### src/rtl/prom_pkg.sv
package prom_pkg;
  typedef enum logic {ST_IDLE, ST_WAIT} rd_state_e;

  function automatic int ceil_div(input int num, input int den);
    return (num + den - 1) / den;
  endfunction
endpackage

### src/rtl/prom_page_track.sv
module prom_page_track #(
  parameter int UPPER_W = 17
) (
  input  logic               clk,
  input  logic               rst,
  input  logic               load,
  input  logic               clear,
  input  logic [UPPER_W-1:0] upper_in,
  input  logic               mode_in,
  output logic               hit,
  output logic               open_q
);
  logic [UPPER_W-1:0] upper_q;
  logic               mode_q;

  always_ff @(posedge clk) begin
    if (rst) begin
      open_q  <= 1'b0;
      upper_q <= '0;
      mode_q  <= 1'b0;
    end else if (load) begin
      open_q  <= 1'b1;
      upper_q <= upper_in;
      mode_q  <= mode_in;
    end else if (clear) begin
      open_q  <= 1'b0;
    end
  end

  assign hit = open_q && (upper_q == upper_in) && (mode_q == mode_in);

  // a loaded page is open afterwards
  a_r4_load_opens: assert property (@(posedge clk) disable iff (rst)
    load |=> open_q);
endmodule

### src/rtl/prom_wait_timer.sv
module prom_wait_timer #(
  parameter int MAX_CYC = 20,
  localparam int CNT_W  = $clog2(MAX_CYC + 1)
) (
  input  logic             clk,
  input  logic             rst,
  input  logic             load,
  input  logic [CNT_W-1:0] load_val,
  output logic [CNT_W-1:0] left,
  output logic             done
);
  always_ff @(posedge clk) begin
    if (rst)            left <= '0;
    else if (load)      left <= load_val;
    else if (left != 0) left <= left - 1'b1;
  end

  assign done = (left == CNT_W'(1));

  // the count never exceeds the long wait
  a_r3_cnt_bound: assert property (@(posedge clk) disable iff (rst)
    left <= CNT_W'(MAX_CYC));
endmodule

### src/rtl/prom_idle_timer.sv
module prom_idle_timer #(
  parameter int LIMIT   = 16,
  localparam int CNT_W  = $clog2(LIMIT + 1)
) (
  input  logic clk,
  input  logic rst,
  input  logic arm,
  output logic expire
);
  logic [CNT_W-1:0] cnt;

  always_ff @(posedge clk) begin
    if (rst || !arm) cnt <= '0;
    else             cnt <= cnt + 1'b1;
  end

  assign expire = arm && (cnt == CNT_W'(LIMIT - 1));
endmodule

### src/rtl/prom_page_rd.sv
module prom_page_rd #(
  parameter int ADDR_W        = 20,
  parameter int DATA_W        = 16,
  parameter int PAGE_BITS     = 2,
  parameter int CLK_PERIOD_PS = 5000,
  parameter int RAND_ACC_PS   = 100000,
  parameter int PAGE_ACC_PS   = 30000,
  parameter int IDLE_LIMIT    = 16
) (
  input  logic              clk,
  input  logic              rst,
  input  logic              req_valid,
  output logic              req_ready,
  input  logic [ADDR_W-1:0] req_addr,
  input  logic              req_byte,
  output logic              rsp_valid,
  output logic [DATA_W-1:0] rsp_data,
  output logic [ADDR_W-2:0] rom_addr,
  output logic              rom_ce_n,
  output logic              rom_oe_n,
  output logic              rom_byte_n,
  output logic              rom_dq15_out,
  output logic              rom_dq15_oe,
  input  logic [DATA_W-1:0] rom_dq_in
);
  import prom_pkg::*;

  localparam int WADDR_W  = ADDR_W - 1;
  localparam int UPPER_W  = WADDR_W - PAGE_BITS;
  localparam int BYTE_W   = DATA_W / 2;
  localparam int RAND_CYC = ceil_div(RAND_ACC_PS, CLK_PERIOD_PS);
  localparam int PAGE_CYC = ceil_div(PAGE_ACC_PS, CLK_PERIOD_PS);
  localparam int CNT_W    = $clog2(RAND_CYC + 1);

  rd_state_e        state;
  logic             accept, hit, page_open, done, idle_exp;
  logic [CNT_W-1:0] wait_left;

  assign accept = req_valid && req_ready;

  prom_page_track #(.UPPER_W(UPPER_W)) u_track (
    .clk(clk), .rst(rst), .load(accept), .clear(idle_exp),
    .upper_in(req_addr[ADDR_W-1 -: UPPER_W]), .mode_in(req_byte),
    .hit(hit), .open_q(page_open)
  );

  prom_wait_timer #(.MAX_CYC(RAND_CYC)) u_wait (
    .clk(clk), .rst(rst), .load(accept),
    .load_val(hit ? CNT_W'(PAGE_CYC) : CNT_W'(RAND_CYC)),
    .left(wait_left), .done(done)
  );

  prom_idle_timer #(.LIMIT(IDLE_LIMIT)) u_idle (
    .clk(clk), .rst(rst),
    .arm(state == ST_IDLE && !rom_ce_n && !accept),
    .expire(idle_exp)
  );

  always_ff @(posedge clk) begin
    if (rst) begin
      state        <= ST_IDLE;
      req_ready    <= 1'b1;
      rsp_valid    <= 1'b0;
      rsp_data     <= '0;
      rom_addr     <= '0;
      rom_ce_n     <= 1'b1;
      rom_oe_n     <= 1'b1;
      rom_byte_n   <= 1'b1;
      rom_dq15_out <= 1'b0;
      rom_dq15_oe  <= 1'b0;
    end else begin
      rsp_valid <= 1'b0;
      if (accept) begin
        state        <= ST_WAIT;
        req_ready    <= 1'b0;
        rom_addr     <= req_addr[ADDR_W-1:1];
        rom_ce_n     <= 1'b0;
        rom_oe_n     <= 1'b0;
        rom_byte_n   <= !req_byte;
        rom_dq15_out <= req_byte & req_addr[0];
        rom_dq15_oe  <= req_byte;
      end else if (state == ST_WAIT && done) begin
        state     <= ST_IDLE;
        req_ready <= 1'b1;
        rsp_valid <= 1'b1;
        rsp_data  <= rom_byte_n ? rom_dq_in
                                : {{(DATA_W-BYTE_W){1'b0}}, rom_dq_in[BYTE_W-1:0]};
      end else if (idle_exp) begin
        rom_ce_n <= 1'b1;
        rom_oe_n <= 1'b1;
      end
    end
  end

  // ROM inputs hold still for the whole wait
  a_r10_pins_hold: assert property (@(posedge clk) disable iff (rst)
    (state == ST_WAIT && $past(state == ST_WAIT)) |->
      ($stable(rom_addr) && $stable(rom_ce_n) && $stable(rom_byte_n) && $stable(rom_dq15_out)));
  // data strobe lasts one cycle
  a_r9_one_pulse: assert property (@(posedge clk) disable iff (rst)
    rsp_valid |=> !rsp_valid);
  // controller is ready again when data is returned
  a_r2_ready_on_rsp: assert property (@(posedge clk) disable iff (rst)
    rsp_valid |-> req_ready);
  // entering standby closes the page
  a_r8_standby_closes: assert property (@(posedge clk) disable iff (rst)
    $rose(rom_ce_n) |-> !page_open);
  // output enable never active while chip is in standby
  a_r8_oe_with_ce: assert property (@(posedge clk) disable iff (rst)
    rom_ce_n |-> rom_oe_n);
  // a page hit loads the short wait
  a_r4_short_wait: assert property (@(posedge clk) disable iff (rst)
    (accept && hit) |=> (wait_left == CNT_W'(PAGE_CYC)));
endmodule

### config.mk
export PLATFORM = sky130hd
export DESIGN_NAME = prom_page_rd
export DESIGN_NICKNAME = d
export VERILOG_FILES = /design/src/rtl/prom_pkg.sv /design/src/rtl/prom_page_track.sv /design/src/rtl/prom_wait_timer.sv /design/src/rtl/prom_idle_timer.sv /design/src/rtl/prom_page_rd.sv
export SDC_FILE = /design/constraint.sdc
export NUM_CORES = 1
export LEC_CHECK = 0
export ABC_AREA = 1
export BUFFER_PORTS_ARGS = -buffer_cell sky130_fd_sc_hd__buf_2
export CAP_MARGIN = 5
export CORE_AREA = 5 5 84 86
export CTS_CLUSTER_DIAMETER = 40
export DETAILED_ROUTE_END_ITERATION = 16
export DIE_AREA = 0 0 89 91
export GPL_TIMING_DRIVEN = 0
export PLACE_DENSITY = 0.87
export SKIP_LAST_GASP = 1
export SLEW_MARGIN = 20
export SYNTH_ARGS = -nofsm -noshare
export SYNTH_HDL_FRONTEND = slang
export SYNTH_HIERARCHICAL = 1
export SYNTH_SLANG_ARGS = --single-unit
### constraint.sdc
create_clock -name clk -period 1.65 [get_ports clk]
set_input_delay 0.2475 -clock clk [delete_from_list [all_inputs] [get_ports clk]]
set_output_delay 0.2475 -clock clk [all_outputs]
set_load 0.05 [all_outputs]
### Word level (Yosys, flattened, before mapping)

Index checks and enable logic that the tools add are counted.

* input bits: 40
* bits in registers: 70

* multiplexer cells: 14
* reductions and logical operators: 19
* eq/ne operators: 5
* $add $sub $neg: 2
* bitwise gates (word level): 3

Operators with widths (count)
* $eq 17x17->1: 1
* $mux 16: 1
* $mux 5: 3
* $mux 1: 10
* $logic_and 1x1->1: 7
* $reduce_bool 2->1: 3
* $add 5x1->5 const B: 1
* $eq 5x1->1 const B: 1
* $eq 5x4->1 const B: 1
* $reduce_bool 5->1: 1
* $sub 5x1->5 const B: 1
* $logic_not 1->1: 4
* $reduce_and 2->1: 2
* $ne 2x2->1 const B: 1
* $not 1->1: 2
* $reduce_or 2->1: 1
* $and 1x1->1: 1
* $eq 1x1->1: 1
* $logic_or 1x1->1: 1

### Logic depth before layout (Yosys ltp)

* depth in word-level cells: 7
* depth in mapped cells: 12

### Hierarchy

Netlist, hierarchy kept.

By module, submodules not included
* prom_page_rd: area each 1676.6 sq um, instances 1, sequential area each 840.8 sq um, cells each 227
* prom_page_track: area each 1054.8 sq um, instances 1, sequential area each 380.4 sq um, cells each 153
* prom_wait_timer: area each 312.8 sq um, instances 1, sequential area each 100.1 sq um, cells each 48
* prom_idle_timer: area each 207.7 sq um, instances 1, sequential area each 100.1 sq um, cells each 28

### Least setup slack after synthesis

OpenSTA, ideal clock, no wires.

* path type: reg-to-reg
* start point: register req_ready
* end point: register u_track.upper_q[0]
* setup time: 0.066 ns
* period minus slack after synthesis: 1.634 ns
* slack: 0.016 ns
* cell stages (with the launch flop): 8
* arrival: 1.568 ns
* cells stage by stage: dfxtp_1 > nand2_2 > inv_1 > buf_4 > buf_6 > buf_6 > nand2_1 > a21oi_2

* longest elaborated chain between the ends: 1

Ends and longest elaborated chain
* start, declared: RTL line prom_page_rd.sv:13 `output logic req_ready,`
* start signal, assigned: RTL line prom_page_rd.sv:62 `req_ready <= 1'b1;`
* start signal, assigned: RTL line prom_page_rd.sv:75 `req_ready <= 1'b0;`
* start signal, assigned: RTL line prom_page_rd.sv:84 `req_ready <= 1'b1;`
* $logic_and 1x1->1: RTL line prom_page_rd.sv:39 `assign accept = req_valid && req_ready;`
* net accept: RTL line prom_page_rd.sv:36 `logic accept, hit, page_open, done, idle_exp;`
* end signal, assigned: RTL line prom_page_track.sv:23 `upper_q <= upper_in;`
* end, declared: RTL line prom_page_track.sv:13 `logic [UPPER_W-1:0] upper_q;`

The timed path passes the listed nets, and every way through them passes these cells.
A chain may end at the register's enable or synchronous reset.

### Worst setup path in the final report

* start point: register req_ready
* end point: register u_track.upper_q[13]

The elaborated chain is that of the path after synthesis.

==> impl_metrics.ini <==
[cells_and_area]
syn_to_final_growth_pct = 21.5
drive_gt1_share_pct = 24.9
postLayoutCoreUtil_pct = 63.7
diodes = 0
nFillCells = 539
fin_nets = 593

[yosys]
ys_seq_area_share_pct = 43.7
ys_ff_latch = 71
synthCells = 456
synthDistinctLibCells = 30
synth_warnings = 6
syn_area_um2 = 3250
avgSynthCellArea_um2 = 7.13

[cts]
cts.clk_slew.worst_paths_ns = 0.07
tritoncts = built
clock-root-buffer = clkbuf_8
clk_latency_ns = 0.35
cts_max_level = 3
clkSinkCount = 71
cts_hold_buf = 0
cts_setup_buffers = 0
clockBufferDepth = 2
cts-buffers-inserted = 9
post_cts_resize_count = 0

[drt]
wl_per_cell_um = 12.9
drt-vias-per-instance = 5.01
ant_nets = 0
drc = 0
vias = 3160
first_pass_iters = 5
wl_um = 8120
drt_iter0_drc = 190

[job]
maxCapViolations = 0

[critical_path]
rr_startpoint = req_ready$_SDFFE_PP1P_
critPathLaunchType = flop
r2r_end = u_track/upper_q[13]$_SDFFE_PP0P_
reg2reg_depth = 7
arrival_ns = 1.83
cp-end-kind = flop
r2r_setup_slack_ns = 0.10
critPathMaxFanout = 16
required_ns = 1.93
criticalPathCategory = reg -> reg

[timing]
holdWs_ns = 0.149
fmax_ghz = 0.646
skew_ns = 0.00555
hold_viol = 0
tightest_slew_ns = 0.503
grt_setup_unrepaired = no
max_slew_margin_pct = 66.5
tns_ns = 0
finalCriticalPeriod_ns = 1.55
finalSetupViolCount = 0
worst_slack_ns = 0.102
maxSlewViolCount = 0
period_share_pct = 93.8

[floorplanning]
die_w_um = 89
dieHeight_um = 91
rows = 29
ioPinCount = 82
dieArea_um2 = 8100
core_area_um2 = 6200
start_util_pct = 52.4

[min_path]
hold_path_class = in -> reg
min_to = rom_addr[0]$_SDFFE_PP0P_
min_path_cells = 3
min_from = req_addr[1]

[placed_design]
routabilityCongestion = 0.845
io_buffers = 81
hpwlAfterDp_um = 6080
dpl_worst_slack_ns = 0.133

[global_routing]
grt_max_degree = 17
grt_usage_pct = 20.7
overflow = 0
grt_pass1_wl_um = 13300
antenna_found_initial = 0
first_global_vias = 3026

[pwr]
finalPower_uw = 4350
combPwrFrac_pct = 24.0
switching_power_uw = 1440
power.share.clock_pct = 31.4
seq_power_share_pct = 44.6
intPower_uw = 2910
p_sw_share_pct = 33.0
leakage_uw = 0.00199
powerDensity_nw_per_um2 = 1100
vdd_ir_drop_max_v = 0.000634

[run_status]
status = finished, final reports clean
## registers in the layout, indices dropped and copies added (netlist names), 5 cells and up
signal,count
u_idle/cnt,5
u_wait/left,5
rom_addr,19
u_track/upper_q,17
rsp_data,16
## worst max path at each step
stage,startpoint,endpoint,slack [ns]
6_report,req_ready$_SDFFE_PP1P_,u_track/upper_q[13]$_SDFFE_PP0P_,0.10
5_1_grt,u_wait/left[1]$_SDFFE_PP0P_,rsp_data[8]$_SDFFE_PP0P_,0.03
4_1_cts,req_ready$_SDFFE_PP1P_,u_track/upper_q[13]$_SDFFE_PP0P_,0.13
3_5_place_dp,req_ready$_SDFFE_PP1P_,u_track/upper_q[13]$_SDFFE_PP0P_,0.13
3_3_place_gp,req_ready$_SDFFE_PP1P_,u_track/upper_q[0]$_SDFFE_PP0P_,0.19
2_1_floorplan,req_ready$_SDFFE_PP1P_,u_track/upper_q[0]$_SDFFE_PP0P_,0.02
## cell usage in the layout, fill, tap and decap left out, types with 2 or more instances in the layout
cell and instances:
nand2_1 98, nor2_1 95, buf_2 85, dfxtp_1 71, inv_1 55, nand3_1 24, a21oi_1 18, o21ai_0 14
o21ai_1 11, clkbuf_8 10, a21oi_2 9, buf_4 8, a211oi_1 7, buf_6 6, a211oi_2 6, clkbuf_1 4
ha_1 4, xnor2_1 4, inv_2 3, clkinv_2 3, nor2_2 3, conb_1 3, nand4_1 2
## metrics by stage
step                      instances  instance area, µm²
after floorplan                 457                3260
after global placement          615                3760
after detailed placement        615                3760
after CTS                       631                3950
after global routing            631                3950
final                           631                3950
## cell families (layout without fill, tap and decap cells)
family,after synthesis,after routing,synth area share (%)
other,2,3,0.231
flip-flops,71,71,43.7
adder cells (fa/ha/maj),4,4,1.54
buffers and inverters,80,177,11.7
AO/OA/AOI/OAI,66,66,13.2
XOR/XNOR,5,5,1.35
AND/OR/NAND/NOR,228,228,28.3
## area by class of cell
type,count,area (µm²),area share (%)
plain buffers,22,166,4.21
clock buffers,12,145,3.67
clock inverters,4,45.0,1.14
inverters,58,218,5.51
multi-input cells,306,1460,36.8
flip-flops and latches,71,1420,36.0
well taps,77,96.3,2.44
repair buffers,81,405,10.3
## routing by layer
| metal | track usage (%) | vias to the layer above | part of all wire (%) |
|---|---|---|---|
| met3 | 3.71 | 24 | 5.3 |
| met5 | 0 | - | 0 |
| met4 | 11.5 | 0 | 3.0 |
| li1 | - | 1598 | - |
| met1 | 24.7 | 1453 | 42 |
| met2 | 34.4 | 85 | 50 |
## power by group through the flow
stage	registers (µW)	logic (µW)	clock network [µW]
floorplan	2190	538	0
global placement	1970	990	0
detailed placement	1970	1030	0
CTS	1940	1030	1380
global route	1950	1150	1450
finish	1940	1040	1370
## synthesized netlist by cell type, drive strengths merged
library cell  instances  area (µm²)
nand3                25         130
xor2                  1        8.76
and3                  1        6.26
nor3                  1        10.0
ha                    4        50.1
xnor2                 4        35.0
conb                  2        7.51
nor2                 98         375
a21oi                27         169
or2                   2        12.5
a211oi               13         128
nand2                99         374
buf                  20         154
inv                  58         218
dfxtp                71        1420
o21ai                25         125
nand4                 2        12.5
o21a                  1        7.51
clkbuf                2        7.51
## worst max-delay path, cell delays in order (launching register included)
cell and delay [ns]:
dfxtp_1 0.40, nand2_2 0.13, inv_1 0.14, buf_4 0.25
buf_6 0.18, buf_6 0.16, nand2_1 0.08, a21oi_2 0.14
(Power assumes the default switching activity.)
